### src/rtl/cfg_seq_pkg.sv
package cfg_seq_pkg;

    typedef enum logic [3:0] {
        S_IDLE,
        S_RST,
        S_CHK_RST,
        S_HOUSE,
        S_GAP,
        S_STREAM,
        S_CHK_IMG,
        S_PAD,
        S_FIN
    } seq_state_e;

    typedef enum logic [1:0] {
        ERR_NONE    = 2'd0,
        ERR_UNSUP   = 2'd1,
        ERR_RSTFAIL = 2'd2,
        ERR_NODONE  = 2'd3
    } seq_err_e;

    // cycles allowed for the two-flop synchronizer to settle before a check
    localparam int SETTLE_CYC = 3;

    function automatic int div_ceil(longint num, longint den);
        return int'((num + den - 64'd1) / den);
    endfunction

    function automatic int ns_to_cyc(longint hz, longint ns);
        int c;
        c = div_ceil(hz * ns, 64'd1_000_000_000);
        return (c < 1) ? 1 : c;
    endfunction

endpackage

### src/rtl/cfg_sync2.sv
module cfg_sync2 (
    input  logic clk,
    input  logic rst,
    input  logic d_i,
    output logic q_o
);
    logic meta_q;
    logic sync_q;

    always_ff @(posedge clk) begin
        if (rst) begin
            meta_q <= 1'b0;
            sync_q <= 1'b0;
        end else begin
            meta_q <= d_i;
            sync_q <= meta_q;
        end
    end

    assign q_o = sync_q;
endmodule

### src/rtl/cfg_delay_timer.sv
module cfg_delay_timer #(
    parameter int TW = 16
) (
    input  logic          clk,
    input  logic          rst,
    input  logic          load_i,
    input  logic [TW-1:0] val_i,
    output logic          zero_o
);
    logic [TW-1:0] cnt_q;

    always_ff @(posedge clk) begin
        if (rst) begin
            cnt_q <= '0;
        end else if (load_i) begin
            cnt_q <= val_i;
        end else if (cnt_q != '0) begin
            cnt_q <= cnt_q - 1'b1;
        end
    end

    assign zero_o = (cnt_q == '0);
endmodule

### src/rtl/cfg_spi_tx.sv
module cfg_spi_tx #(
    parameter int HALF_CYC = 2
) (
    input  logic       clk,
    input  logic       rst,
    input  logic       go_i,
    input  logic [7:0] byte_i,
    output logic       idle_o,
    output logic       sclk_o,
    output logic       mosi_o
);
    localparam int HW = (HALF_CYC > 1) ? $clog2(HALF_CYC) : 1;

    logic [7:0]    sh_q;
    logic [2:0]    bit_q;
    logic [HW-1:0] hcnt_q;
    logic          sclk_q;
    logic          active_q;
    logic          half_end;

    assign half_end = (hcnt_q == HW'(HALF_CYC - 1));

    always_ff @(posedge clk) begin
        if (rst) begin
            sh_q     <= '0;
            bit_q    <= '0;
            hcnt_q   <= '0;
            sclk_q   <= 1'b0;
            active_q <= 1'b0;
        end else if (!active_q) begin
            if (go_i) begin
                sh_q     <= byte_i;
                bit_q    <= '0;
                hcnt_q   <= '0;
                sclk_q   <= 1'b0;
                active_q <= 1'b1;
            end
        end else if (half_end) begin
            hcnt_q <= '0;
            if (!sclk_q) begin
                sclk_q <= 1'b1;
            end else begin
                sclk_q <= 1'b0;
                if (bit_q == 3'd7) begin
                    active_q <= 1'b0;
                end else begin
                    sh_q  <= {sh_q[6:0], 1'b0};
                    bit_q <= bit_q + 1'b1;
                end
            end
        end else begin
            hcnt_q <= hcnt_q + 1'b1;
        end
    end

    assign idle_o = !active_q;
    assign sclk_o = sclk_q;
    assign mosi_o = active_q & sh_q[7];

    // data held steady across every high phase of SCLK
    a_r4_mosi_steady: assert property (@(posedge clk) disable iff (rst)
        (sclk_q && $past(sclk_q)) |-> $stable(mosi_o));

    // clock rests low whenever no byte is in flight
    a_r4_sclk_rest_low: assert property (@(posedge clk) disable iff (rst)
        !active_q |-> !sclk_q);
endmodule

### src/rtl/fpga_cfg_seq.sv
module fpga_cfg_seq
    import cfg_seq_pkg::*;
#(
    parameter int CLK_HZ       = 100_000_000,
    parameter int SCLK_HZ      = 10_000_000,
    parameter int RESET_NS     = 1_000,
    parameter int HOUSEKEEP_NS = 1_200_000,
    parameter int PAD_BITS     = 49,
    parameter int CPHA         = 0
) (
    input  logic       clk,
    input  logic       rst,
    input  logic       start_i,
    input  logic       partial_i,
    input  logic [7:0] img_data_i,
    input  logic       img_valid_i,
    input  logic       img_last_i,
    output logic       img_ready_o,
    input  logic       cdone_i,
    output logic       reset_n_o,
    output logic       cs_n_o,
    output logic       sclk_o,
    output logic       mosi_o,
    output logic       busy_o,
    output logic       done_o,
    output logic [1:0] err_o,
    output logic       operating_o
);
    localparam int RST_CYC   = ns_to_cyc(longint'(CLK_HZ), longint'(RESET_NS));
    localparam int HK_CYC    = ns_to_cyc(longint'(CLK_HZ), longint'(HOUSEKEEP_NS));
    localparam int HALF_CYC  = div_ceil(longint'(CLK_HZ), 2 * longint'(SCLK_HZ));
    localparam int GAP_CYC   = 2 * HALF_CYC;
    localparam int PAD_BYTES = div_ceil(longint'(PAD_BITS), 64'd8);
    localparam int TW        = $clog2(RST_CYC + HK_CYC + GAP_CYC + SETTLE_CYC + 2);
    localparam int PCW       = $clog2(PAD_BYTES + 1);

    if (SCLK_HZ < 1_000_000 || SCLK_HZ > 25_000_000 || CPHA != 0) begin : g_bad_cfg
        $error("fpga_cfg_seq: SCLK must be 1..25 MHz with clock phase 0");
    end

    seq_state_e      state_q, state_d;
    seq_err_e        err_q;
    logic            busy_q, done_q, last_seen_q;
    logic [PCW-1:0]  pad_left_q;
    logic            tmr_load, tmr_zero;
    logic [TW-1:0]   tmr_val;
    logic            tx_go, tx_idle;
    logic [7:0]      tx_byte;
    logic            cdone_s;
    logic            accept;

    cfg_sync2 u_sync (
        .clk (clk),
        .rst (rst),
        .d_i (cdone_i),
        .q_o (cdone_s)
    );

    cfg_delay_timer #(.TW(TW)) u_timer (
        .clk    (clk),
        .rst    (rst),
        .load_i (tmr_load),
        .val_i  (tmr_val),
        .zero_o (tmr_zero)
    );

    cfg_spi_tx #(.HALF_CYC(HALF_CYC)) u_tx (
        .clk    (clk),
        .rst    (rst),
        .go_i   (tx_go),
        .byte_i (tx_byte),
        .idle_o (tx_idle),
        .sclk_o (sclk_o),
        .mosi_o (mosi_o)
    );

    assign img_ready_o = (state_q == S_STREAM) && tx_idle && !last_seen_q;
    assign accept      = img_ready_o && img_valid_i;
    assign tx_go       = accept || ((state_q == S_PAD) && tx_idle && (pad_left_q != '0));
    assign tx_byte     = (state_q == S_PAD) ? 8'h00 : img_data_i;

    always_comb begin
        state_d  = state_q;
        tmr_load = 1'b0;
        tmr_val  = '0;
        unique case (state_q)
            S_IDLE: if (start_i && !partial_i) begin
                state_d  = S_RST;
                tmr_load = 1'b1;
                tmr_val  = TW'(RST_CYC - 1);
            end
            S_RST: if (tmr_zero) begin
                state_d  = S_CHK_RST;
                tmr_load = 1'b1;
                tmr_val  = TW'(SETTLE_CYC - 1);
            end
            S_CHK_RST: if (tmr_zero) begin
                state_d  = cdone_s ? S_IDLE : S_HOUSE;
                tmr_load = 1'b1;
                tmr_val  = TW'(HK_CYC - 1);
            end
            S_HOUSE: if (tmr_zero) begin
                state_d  = S_GAP;
                tmr_load = 1'b1;
                tmr_val  = TW'(GAP_CYC - 1);
            end
            S_GAP: if (tmr_zero) state_d = S_STREAM;
            S_STREAM: if (last_seen_q && tx_idle) begin
                state_d  = S_CHK_IMG;
                tmr_load = 1'b1;
                tmr_val  = TW'(SETTLE_CYC - 1);
            end
            S_CHK_IMG: if (tmr_zero) state_d = cdone_s ? S_PAD : S_IDLE;
            S_PAD: if (tx_idle && pad_left_q == '0) state_d = S_FIN;
            S_FIN: state_d = S_IDLE;
            default: state_d = S_IDLE;
        endcase
    end

    always_ff @(posedge clk) begin
        if (rst) begin
            state_q     <= S_IDLE;
            err_q       <= ERR_NONE;
            busy_q      <= 1'b0;
            done_q      <= 1'b0;
            last_seen_q <= 1'b0;
            pad_left_q  <= '0;
        end else begin
            state_q <= state_d;
            if (state_q == S_IDLE && start_i) begin
                done_q <= 1'b0;
                if (partial_i) begin
                    err_q <= ERR_UNSUP;
                end else begin
                    err_q  <= ERR_NONE;
                    busy_q <= 1'b1;
                end
            end
            if (state_q == S_CHK_RST && tmr_zero && cdone_s) begin
                err_q  <= ERR_RSTFAIL;
                busy_q <= 1'b0;
            end
            if (state_q == S_CHK_IMG && tmr_zero) begin
                if (cdone_s) begin
                    pad_left_q <= PCW'(PAD_BYTES);
                end else begin
                    err_q  <= ERR_NODONE;
                    busy_q <= 1'b0;
                end
            end
            if (state_q == S_PAD && tx_go) pad_left_q <= pad_left_q - 1'b1;
            if (state_q == S_FIN) begin
                busy_q <= 1'b0;
                done_q <= 1'b1;
            end
            if (state_q == S_GAP) last_seen_q <= 1'b0;
            else if (accept && img_last_i) last_seen_q <= 1'b1;
        end
    end

    assign reset_n_o   = (state_q != S_RST);
    assign cs_n_o      = !(state_q inside {S_RST, S_CHK_RST, S_HOUSE, S_STREAM, S_CHK_IMG, S_PAD});
    assign busy_o      = busy_q;
    assign done_o      = done_q;
    assign err_o       = err_q;
    assign operating_o = cdone_s;

    // reset is only applied with chip select low
    a_r1_reset_with_cs: assert property (@(posedge clk) disable iff (rst)
        !reset_n_o |-> !cs_n_o);

    // a partial request leaves all pins idle and flags unsupported
    a_r8_partial_reject: assert property (@(posedge clk) disable iff (rst)
        (start_i && partial_i && state_q == S_IDLE) |=>
            (err_o == ERR_UNSUP && !busy_o && cs_n_o && reset_n_o));

    // done seen high after reset ends the run with chip select released
    a_r2_reset_fail: assert property (@(posedge clk) disable iff (rst)
        (state_q == S_CHK_RST && tmr_zero && cdone_s) |=>
            (err_o == ERR_RSTFAIL && cs_n_o && !busy_o));

    // image bytes are only taken while chip select is low
    a_r5_ready_in_frame: assert property (@(posedge clk) disable iff (rst)
        img_ready_o |-> !cs_n_o);

    // a successful finish carries no error and releases chip select
    a_r7_done_clean: assert property (@(posedge clk) disable iff (rst)
        done_o |-> (err_o == ERR_NONE && cs_n_o && !busy_o));

    // busy is never left high while the sequencer sits idle
    a_r10_busy_idle: assert property (@(posedge clk) disable iff (rst)
        (state_q == S_IDLE && !start_i) |=> (state_q != S_IDLE || !busy_o));
endmodule

### config.mk
export PLATFORM = sky130hd
export DESIGN_NAME = fpga_cfg_seq
export DESIGN_NICKNAME = d
export VERILOG_FILES = /design/src/rtl/cfg_seq_pkg.sv /design/src/rtl/cfg_sync2.sv /design/src/rtl/cfg_delay_timer.sv /design/src/rtl/cfg_spi_tx.sv /design/src/rtl/fpga_cfg_seq.sv
export SDC_FILE = /design/constraint.sdc
export NUM_CORES = 1
export LEC_CHECK = 0
export ABC_AREA = 1
export CORE_MARGIN = 10
export CORE_UTILIZATION = 25
export DETAILED_ROUTE_END_ITERATION = 6
export PLACE_DENSITY = 0.42
export SLEW_MARGIN = 20
export SYNTH_ARGS = -nofsm -noshare
export SYNTH_HDL_FRONTEND = slang
export SYNTH_SLANG_ARGS = --single-unit
### constraint.sdc
create_clock -name clk -period 2.7 [get_ports clk]
set_input_delay 0.54 -clock clk [delete_from_list [all_inputs] [get_ports clk]]
set_output_delay 0.54 -clock clk [all_outputs]
set_load 0.02 [all_outputs]
==> results_dict.tcl, run 1 <==
set metrics [dict create \
    netlist.area_leader.share_pct 31.7 \
    fp.coreArea_um2 11500 \
    cts_inserted_buffers 5 \
    hp-class "reg -> reg" \
    drt_iter0_drc 135 \
    pin_count 25 \
    holdWs_ns 0.411 \
    yosysTopAreaCell "dfxtp_1" \
    p_per_area_nw_per_um2 1090 \
    floorplan.rows 39 \
    antenna_found_initial 0 \
    start_util_pct 25.8 \
    clock_latency_ns 0.30 \
    critPathLaunchType "flop" \
    ys_types 39 \
    clock_skew_ns 0.00992 \
    postCtsHoldBufs 0 \
    gr-total-overflow 0 \
    routed-via-count 2796 \
    synthCells 465 \
    dpl.hpwl_um 5820 \
    maxSlewViolCount 0 \
    synth_most_common_cell "nand2_1" \
    clock-sinks 47 \
    cts_tree "done" \
    gr-usage-met2_pct 15.0 \
    status "finished, final reports clean" \
    setup_viol 0 \
    synthTopCellsByCount "126 x nand2_1, 73 x nor2_1, 61 x inv_1" \
    remaining_drc_errors 0 \
    placed_area_um2 3330 \
    die_w_um 129 \
    cp-end-kind "primary output" \
    grt_use_total_pct 9.73 \
    clk_pin_slew_worst_paths_ns 0.07 \
    grt_util_met1_pct 12.8 \
    clock_path_buffers 2 \
    grt_util_met3_pct 2.83 \
    hold_violations 0 \
    finalCritPeriodShare_pct 93.9 \
    grt_max_degree 22 \
    cts_setup_buffers 0 \
    synth_seq_cells 47 \
    power_mw 3.82 \
    syn_avg_cell_area_um2 6.38 \
    path_delay_family "buffers and inverters" \
    seq_area_frac_synth_pct 31.7 \
    ys_warn_count 0 \
    antenna_cells 0 \
    slowest_stage "clkdlybuf4s50_1" \
    max-vdd-ir-drop_v 0.000257 \
    min_period_ns 2.54 \
    synth_area_um2 2970 \
    leakagePower_nw 1.73 \
    place.gp.congestion 0.862 \
    utilization_pct 30.3 \
    cts_root_buffer "clkbuf_16" \
    max_stage_delay_ns 0.64 \
    cp.required_ns 2.16 \
    port_buffers 24 \
    cts.htree.levels 2 \
    wl_per_cell_um 12.3 \
    cp_cell_sequence "inv_2, nand2_1, nor2_2, inv_1, nor3_2, clkdlybuf4s50_1" \
    critPathKind "reg -> out" \
    synth_edf_count 0 \
    yosys-top-cells-area "dfxtp_1 32%, nand2_1 16%, nor2_1 9.2%, inv_1 7.7%, nand3_1 6.1%" \
    vias_per_cell 4.44 \
    die-area_um2 16600 \
    nNetsFinal 510 \
    tns_ns 0 \
    rsz0062_at_grt "false" \
    fp.dieH_um 129 \
    worst_pin_slew_ns 0.503 \
    antenna_left 0 \
    dr.pass1.iters 4 \
    grt_pass1_wl_um 13000 \
    grt_pass1_vias 2564 \
    synth_ff_type "dfxtp_1" \
    post_cts_resized 0 \
    wl_um 7770 \
    top_usage_layer "met2" \
    syn-num-nets 488 \
    max_freq_ghz 0.394 \
    synthArstFlopShare_pct 0 \
    drv_cap 0 \
    cp_max_fo 7 \
    arrival_ns 2.00 \
    relSlewSlack_pct 66.4 \
    design_area_um2 3490 \
    cp_num_buf_inv 3 \
    drive_above_1_share_pct 9.24 \
    area_delta_synth_final_pct 17.8 \
]
==> cells by family after synthesis <==
logic type	share of synthesized area, %
simple gates	42.7
fa+ha+maj	3.37
compound gates	8.60
flops	31.7
buf+inv	12.1
xor+xnor	1.48
==> sequential cells by signal, summed over array words and instances (netlist names), 2 cells and up <==
name,cells
u_timer.cnt_q,17
u_tx.sh_q,8
state_q,4
pad_left_q,3
u_tx.bit_q,3
u_tx.hcnt_q,3
err_o,2
==> area by class of cell <==
class | count | area, um2
clock buffer | 5 | 125
tap | 143 | 179
inverter | 70 | 268
fill | 1303 | 8020
timing repair buffer | 29 | 278
sequential | 47 | 941
clock inverter | 2 | 37.5
multi-input combinational | 334 | 1670
==> metal layers <==
| metal | routed length (um) | part of all wire [%] | vias up |
|---|---|---|---|
| met3 | 342 | 4.4 | 7 |
| met2 | 3400 | 44 | 44 |
| met4 | 110 | 1.4 | 0 |
| met1 | 3920 | 50 | 1249 |
| li1 | - | - | 1496 |
| met5 | 0 | 0 | - |
==> placed cells by master, fill, tap and decap left out <==
master,count
dfxtp_1,47
o221ai_1,1
buf_4,5
o211ai_1,1
nand2_4,1
o21bai_1,2
clkbuf_16,5
a21oi_2,2
nor3_2,1
inv_2,7
clkdlybuf4s50_1,24
and3_1,1
nand3_1,36
ha_1,8
bufinv_16,1
nand3_2,3
clkinv_4,1
a31oi_1,7
o21ai_0,9
nand4_1,9
nand3b_1,4
inv_1,61
nor2_8,1
clkinv_1,1
a21oi_1,22
clkinvlp_4,1
xor2_1,4
nand4_2,1
nor3_1,4
nand3_4,2
o21a_1,1
nor2_1,73
nand2_2,3
xnor2_1,1
nor2_4,4
nor2_2,7
nand2_1,126
==> through the flow <==
stage / setup WS [ns] / std cells
3_5_place_dp: 0.503 / 623
2_1_floorplan: 1.07 / 465
4_1_cts: 0.149 / 630
5_1_grt: 0.0623 / 630
6_report: 0.164 / 630
3_3_place_gp: 0.519 / 623
==> power by group <==
| group | internal (mW) | switching (mW) | total [mW] |
|---|---|---|---|
| Combinational | 0.716 | 1.37 | 2.08 |
| Clock | 0.432 | 0.288 | 0.721 |
| Sequential | 0.854 | 0.159 | 1.01 |
| Total | 2.00 | 1.82 | 3.82 |
==> worst register-to-register path: stages, from the launching register on <==
cell,delay [ns]
dfxtp_1,0.32
buf_4,0.20
inv_2,0.27
nor2_1,0.09
a21oi_1,0.42
buf_4,0.32
nand2_1,0.10
nand2_1,0.07
nand2_1,0.05
nor2_1,0.09
==> final timing paths <==
path,from,end,slack [ns],cells after the start
max,state_q[1],img_ready_o,0.16,6
min,u_sync.meta_q,u_sync.q_o,0.41,2
min reg2reg,u_sync.meta_q,u_sync.q_o,0.41,2
max reg2reg,u_tx.active_q,u_tx.bit_q[0],0.70,9
Power figures use the tool's default switching activity.
==> run 2, diff against run 1 <==
- GPL_ROUTABILITY_DRIVEN: not set -> 1
- PLACE_DENSITY: 0.42 -> 0.47
- clock period: 2.7 -> 2.85 ns (I/O delays scaled with it)
==> run 2 against run 1 <==
  * Combinational power decreased by 7%
  * Critical path type unchanged
  * Utilization increased by 0.098 points
  * Highest routed layer unchanged
  * Final cell count increased by 0.16%
==> results_dict.tcl, run 2 (synthesis results as in run 1) <==
set metrics [dict create \
    start_util_pct 25.8 \
    design_area_um2 3500 \
    cp.required_ns 2.28 \
    hold_violations 0 \
    endpoint "img_ready_o" \
    routed-via-count 2791 \
    utilization_pct 30.4 \
    nNetsFinal 510 \
    port_buffers 24 \
    share_comb_of_total_power_pct 53.6 \
    finalCritPeriodShare_pct 93.4 \
    ff2ff_setup_slack_ns 1.08 \
    p_switching_mw 1.68 \
    setup_viol 0 \
    grt_pass1_wl_um 13000 \
    power_frac_seq_pct 27.1 \
    drive_above_1_share_pct 9.43 \
    place.gp.congestion 0.819 \
    largestRegisters "u_timer.cnt_q: 17 flops, u_tx.sh_q: 8 flops, state_q: 4 flops" \
    top_register "u_timer.cnt_q" \
    leakagePower_nw 1.74 \
    post_cts_resized 0 \
    final_cell_mix "126 x nand2_1, 73 x nor2_1, 61 x inv_1" \
    rsz0062_at_grt "false" \
    largest_reg_flops 17 \
    r2r_end "u_timer.cnt_q[5]" \
    die_w_um 129 \
    worst_pin_slew_ns 0.449 \
    cts_setup_buffers 0 \
    postCtsHoldBufs 0 \
    gr-total-overflow 0 \
    cts.htree.levels 2 \
    wl_um 7460 \
    dr.pass1.iters 4 \
    placed_area_um2 3330 \
    p_per_area_nw_per_um2 1030 \
    rr_worst_depth 10 \
    drv_cap 0 \
    critPathLaunch "state_q[0]" \
    clock_path_buffers 2 \
    antenna_left 0 \
    swShare_pct 46.7 \
    clkPwrFrac_pct 19.3 \
    clk_pin_slew_worst_paths_ns 0.07 \
    wl_per_cell_um 11.8 \
    clock_skew_ns 0.0101 \
    placed_cells 623 \
    cp_max_fo 7 \
    final_common_cell "nand2_1" \
    max_freq_ghz 0.376 \
    clock-sinks 47 \
    antenna_found_initial 0 \
    hp-class "reg -> reg" \
    antenna_cells 0 \
    r2r-start "u_timer.cnt_q[0]" \
    dpl.hpwl_um 5660 \
    cts_root_buffer "clkbuf_16" \
    min_period_ns 2.66 \
    grt_use_total_pct 9.46 \
    max-vdd-ir-drop_v 0.000380 \
    pin_count 25 \
    arrival_ns 2.09 \
    cp-end-kind "primary output" \
    fp.coreArea_um2 11500 \
    fp.dieH_um 129 \
    floorplan.rows 39 \
    grt_max_degree 22 \
    drt_iter0_drc 137 \
    p_int_mw 1.92 \
    tns_ns 0 \
    cts_inserted_buffers 5 \
    critPathLaunchType "flop" \
    grt_pass1_vias 2682 \
    die-area_um2 16600 \
    power_mw 3.60 \
    remaining_drc_errors 0 \
    final_cells 631 \
    vias_per_cell 4.42 \
    critPathKind "reg -> out" \
    area_delta_synth_final_pct 18.1 \
    clock_latency_ns 0.29 \
    relSlewSlack_pct 70.0 \
    status "finished, final reports clean" \
    maxSlewViolCount 0 \
    cts_tree "done" \
]
==> run 2: changes by cell type in the layout (fill, tap and decap cells not counted) <==
| cell | before | now |
|---|---|---|
| clkinvlp_4 | 1 | 0 |
| clkbuf_8 | 0 | 1 |
| clkinv_2 | 0 | 1 |
==> run 2: power groups by stage <==
stage | Combinational [mW] | Clock [mW] | Sequential [mW]
after floorplan | 1.56 | 0 | 0.931
after global placement | 1.93 | 0 | 0.985
after detailed placement | 1.93 | 0 | 0.989
after CTS | 1.94 | 0.724 | 0.975
after global routing | 2.26 | 0.748 | 1.00
final | 1.93 | 0.695 | 0.976
==> run 2: cell type report <==
class,count,area (um2)
multi-input cells,334,1670
flip-flops and latches,47,941
clock buffers,6,139
fillers,1297,8010
clock inverters,2,35.0
repair buffers,29,278
well taps,143,179
inverters,70,268
==> run 2: critical path, stage by stage, from the launching register on <==
cell and delay [ns]:
dfxtp_1 0.60, nand2_1 0.16, nor2_2 0.18, inv_1 0.08
nor3_2 0.14, clkdlybuf4s50_1 0.64
==> run 2: worst min-delay path by stage <==
stage | start | to | cells after the start
global route | u_sync.meta_q | u_sync.q_o | 2
CTS | u_sync.meta_q | u_sync.q_o | 2
global placement | u_sync.meta_q | u_sync.q_o | 2
detailed placement | u_sync.meta_q | u_sync.q_o | 2
finish | u_sync.meta_q | u_sync.q_o | 2
floorplan | u_sync.meta_q | u_sync.q_o | 2
==> run 2: metrics by stage <==
stage | hold slack (ns) | setup WS (ns)
finish | 0.405 | 0.188
global placement | 0.391 | 0.543
CTS | 0.407 | 0.163
floorplan | 0.388 | 1.19
global route | 0.434 | 0.0642
detailed placement | 0.397 | 0.502
==> run 2: metal layers <==
metal	vias up	global-route usage, %	part of all wire, %
met2	49	15.0	45
met4	0	2.68	0.64
li1	1503	-	-
met1	1235	12.5	50
met5	-	0	0
met3	4	2.26	4.3
==> run 3, diff against run 2 <==
- clock period: 2.85 -> 3.25 ns (I/O delays scaled with it)
==> run 3 against run 2 <==
  * Highest routed layer unchanged
  * Wire length about the same
  * Critical path type unchanged
  * Flip-flop and latch count unchanged
  * Final cell count down 0.63%
  * First-iteration DRC count up 35%
  * Combinational power down 12%
  * Largest cell class unchanged
  * Die area unchanged
  * Largest power group unchanged
  * Cell area down 1.5%
  * Via count up 0.47%
==> results_dict.tcl, run 3 (synthesis results as in run 1) <==
set metrics [dict create \
    vias_per_cell 4.47 \
    critPathLaunchType "flop" \
    tns_ns 0 \
    fp.coreArea_um2 11500 \
    design_area_um2 3450 \
    hp-class "reg -> reg" \
    cts_setup_buffers 0 \
    clock_skew_ns 0.00685 \
    cp_max_fo 7 \
    postCtsHoldBufs 0 \
    gr-total-overflow 0 \
    placed_cells 620 \
    p_int_mw 1.60 \
    finalCritPeriodShare_pct 83.7 \
    cts.htree.levels 2 \
    swShare_pct 47.9 \
    nNetsFinal 507 \
    maxSlewViolCount 0 \
    clock-sinks 47 \
    antenna_left 0 \
    post_cts_resized 0 \
    grt_max_degree 24 \
    grt_pass1_vias 2673 \
    pin_count 25 \
    worst_pin_slew_ns 0.793 \
    hold_violations 0 \
    largest_reg_flops 17 \
    setup_viol 0 \
    cp.required_ns 2.60 \
    power_mw 3.06 \
    final_cell_mix "126 x nand2_1, 73 x nor2_1, 61 x inv_1" \
    p_per_area_nw_per_um2 888 \
    cts_tree "done" \
    arrival_ns 2.07 \
    placed_area_um2 3310 \
    clkPwrFrac_pct 17.0 \
    r2r-start "u_tx.active_q" \
    rsz0062_at_grt "false" \
    hold_start "u_sync.meta_q" \
    die-area_um2 16600 \
    p_switching_mw 1.47 \
    area_delta_synth_final_pct 16.4 \
    clock_latency_ns 0.29 \
    utilization_pct 30.0 \
    wl_per_cell_um 11.9 \
    drv_cap 0 \
    routed-via-count 2804 \
    grt_use_total_pct 9.31 \
    clock_path_buffers 2 \
    drive_above_1_share_pct 8.68 \
    port_buffers 24 \
    share_comb_of_total_power_pct 55.1 \
    cts_inserted_buffers 5 \
    wl_um 7470 \
    min_period_ns 2.72 \
    status "finished, final reports clean" \
    clk_pin_slew_worst_paths_ns 0.07 \
    remaining_drc_errors 0 \
    cp-end-kind "primary output" \
    critPathKind "reg -> out" \
    dr.pass1.iters 6 \
    grt_pass1_wl_um 12800 \
    power_frac_seq_pct 27.9 \
    leakagePower_nw 1.71 \
    top_register "u_timer.cnt_q" \
    final_cells 627 \
    max-vdd-ir-drop_v 0.000342 \
    max_freq_ghz 0.368 \
    fp.dieH_um 129 \
    relSlewSlack_pct 47.1 \
    dpl.hpwl_um 5570 \
    antenna_found_initial 0 \
    floorplan.rows 39 \
    fillers 1325 \
    start_util_pct 25.8 \
    largestRegisters "u_timer.cnt_q: 17 flops, u_tx.sh_q: 8 flops, state_q: 4 flops" \
    place.gp.congestion 0.862 \
    die_w_um 129 \
    final_common_cell "nand2_1" \
    antenna_cells 0 \
    critPathLaunch "state_q[0]" \
    drt_iter0_drc 185 \
    cts_root_buffer "clkbuf_16" \
]
==> run 3: cell count changes in the layout (fill, tap and decap cells not counted) <==
| cell | change |
|---|---|
| buf_4 | -3 |
| bufinv_16 | -1 |
==> run 3: routing by layer <==
metal	up-vias	GRT usage, %	wire length (um)
li1	1490	-	-
met1	1261	12.1	3750
met2	46	14.9	3310
met3	7	1.85	300
met4	0	3.41	108
met5	-	0	0
==> run 3: through the flow <==
step,setup slack (ns),hold WS (ns)
final,0.530,0.408
after global placement,0.858,0.391
after detailed placement,0.849,0.399
after global routing,0.371,0.428
after floorplan,1.51,0.388
after CTS,0.508,0.408
==> run 3: layout make-up <==
type	instances	area, um2	area share, %
tap	143	179	5.18
clock buffer	6	139	4.02
inverter	70	268	7.76
multi-input combinational	334	1670	48.2
timing repair buffer	26	255	7.39
sequential	47	941	27.3
clock inverter	1	5.00	0.145
==> run 3: power groups by stage <==
stage	sequential, mW	combinational, mW	clock, mW
2_1_floorplan	0.816	1.37	0
3_3_place_gp	0.866	1.70	0
3_5_place_dp	0.866	1.69	0
4_1_cts	0.854	1.70	0.539
5_1_grt	0.871	1.97	0.563
6_report	0.854	1.69	0.521
==> run 3: worst max-delay path, cell delays in order (launching register included) <==
cell and delay (ns):
dfxtp_1 0.58, nand2_1 0.15, nor2_2 0.19, inv_1 0.08, nor3_2 0.14, clkdlybuf4s50_1 0.64
==> run 3: path summary, 6_finish.rpt <==
kind | endpoint | slack, ns | depth (start not counted)
max | img_ready_o | 0.53 | 5
min | u_sync.q_o | 0.41 | 2
max reg2reg | u_tx.bit_q[0] | 1.30 | 7
min reg2reg | u_sync.q_o | 0.41 | 2
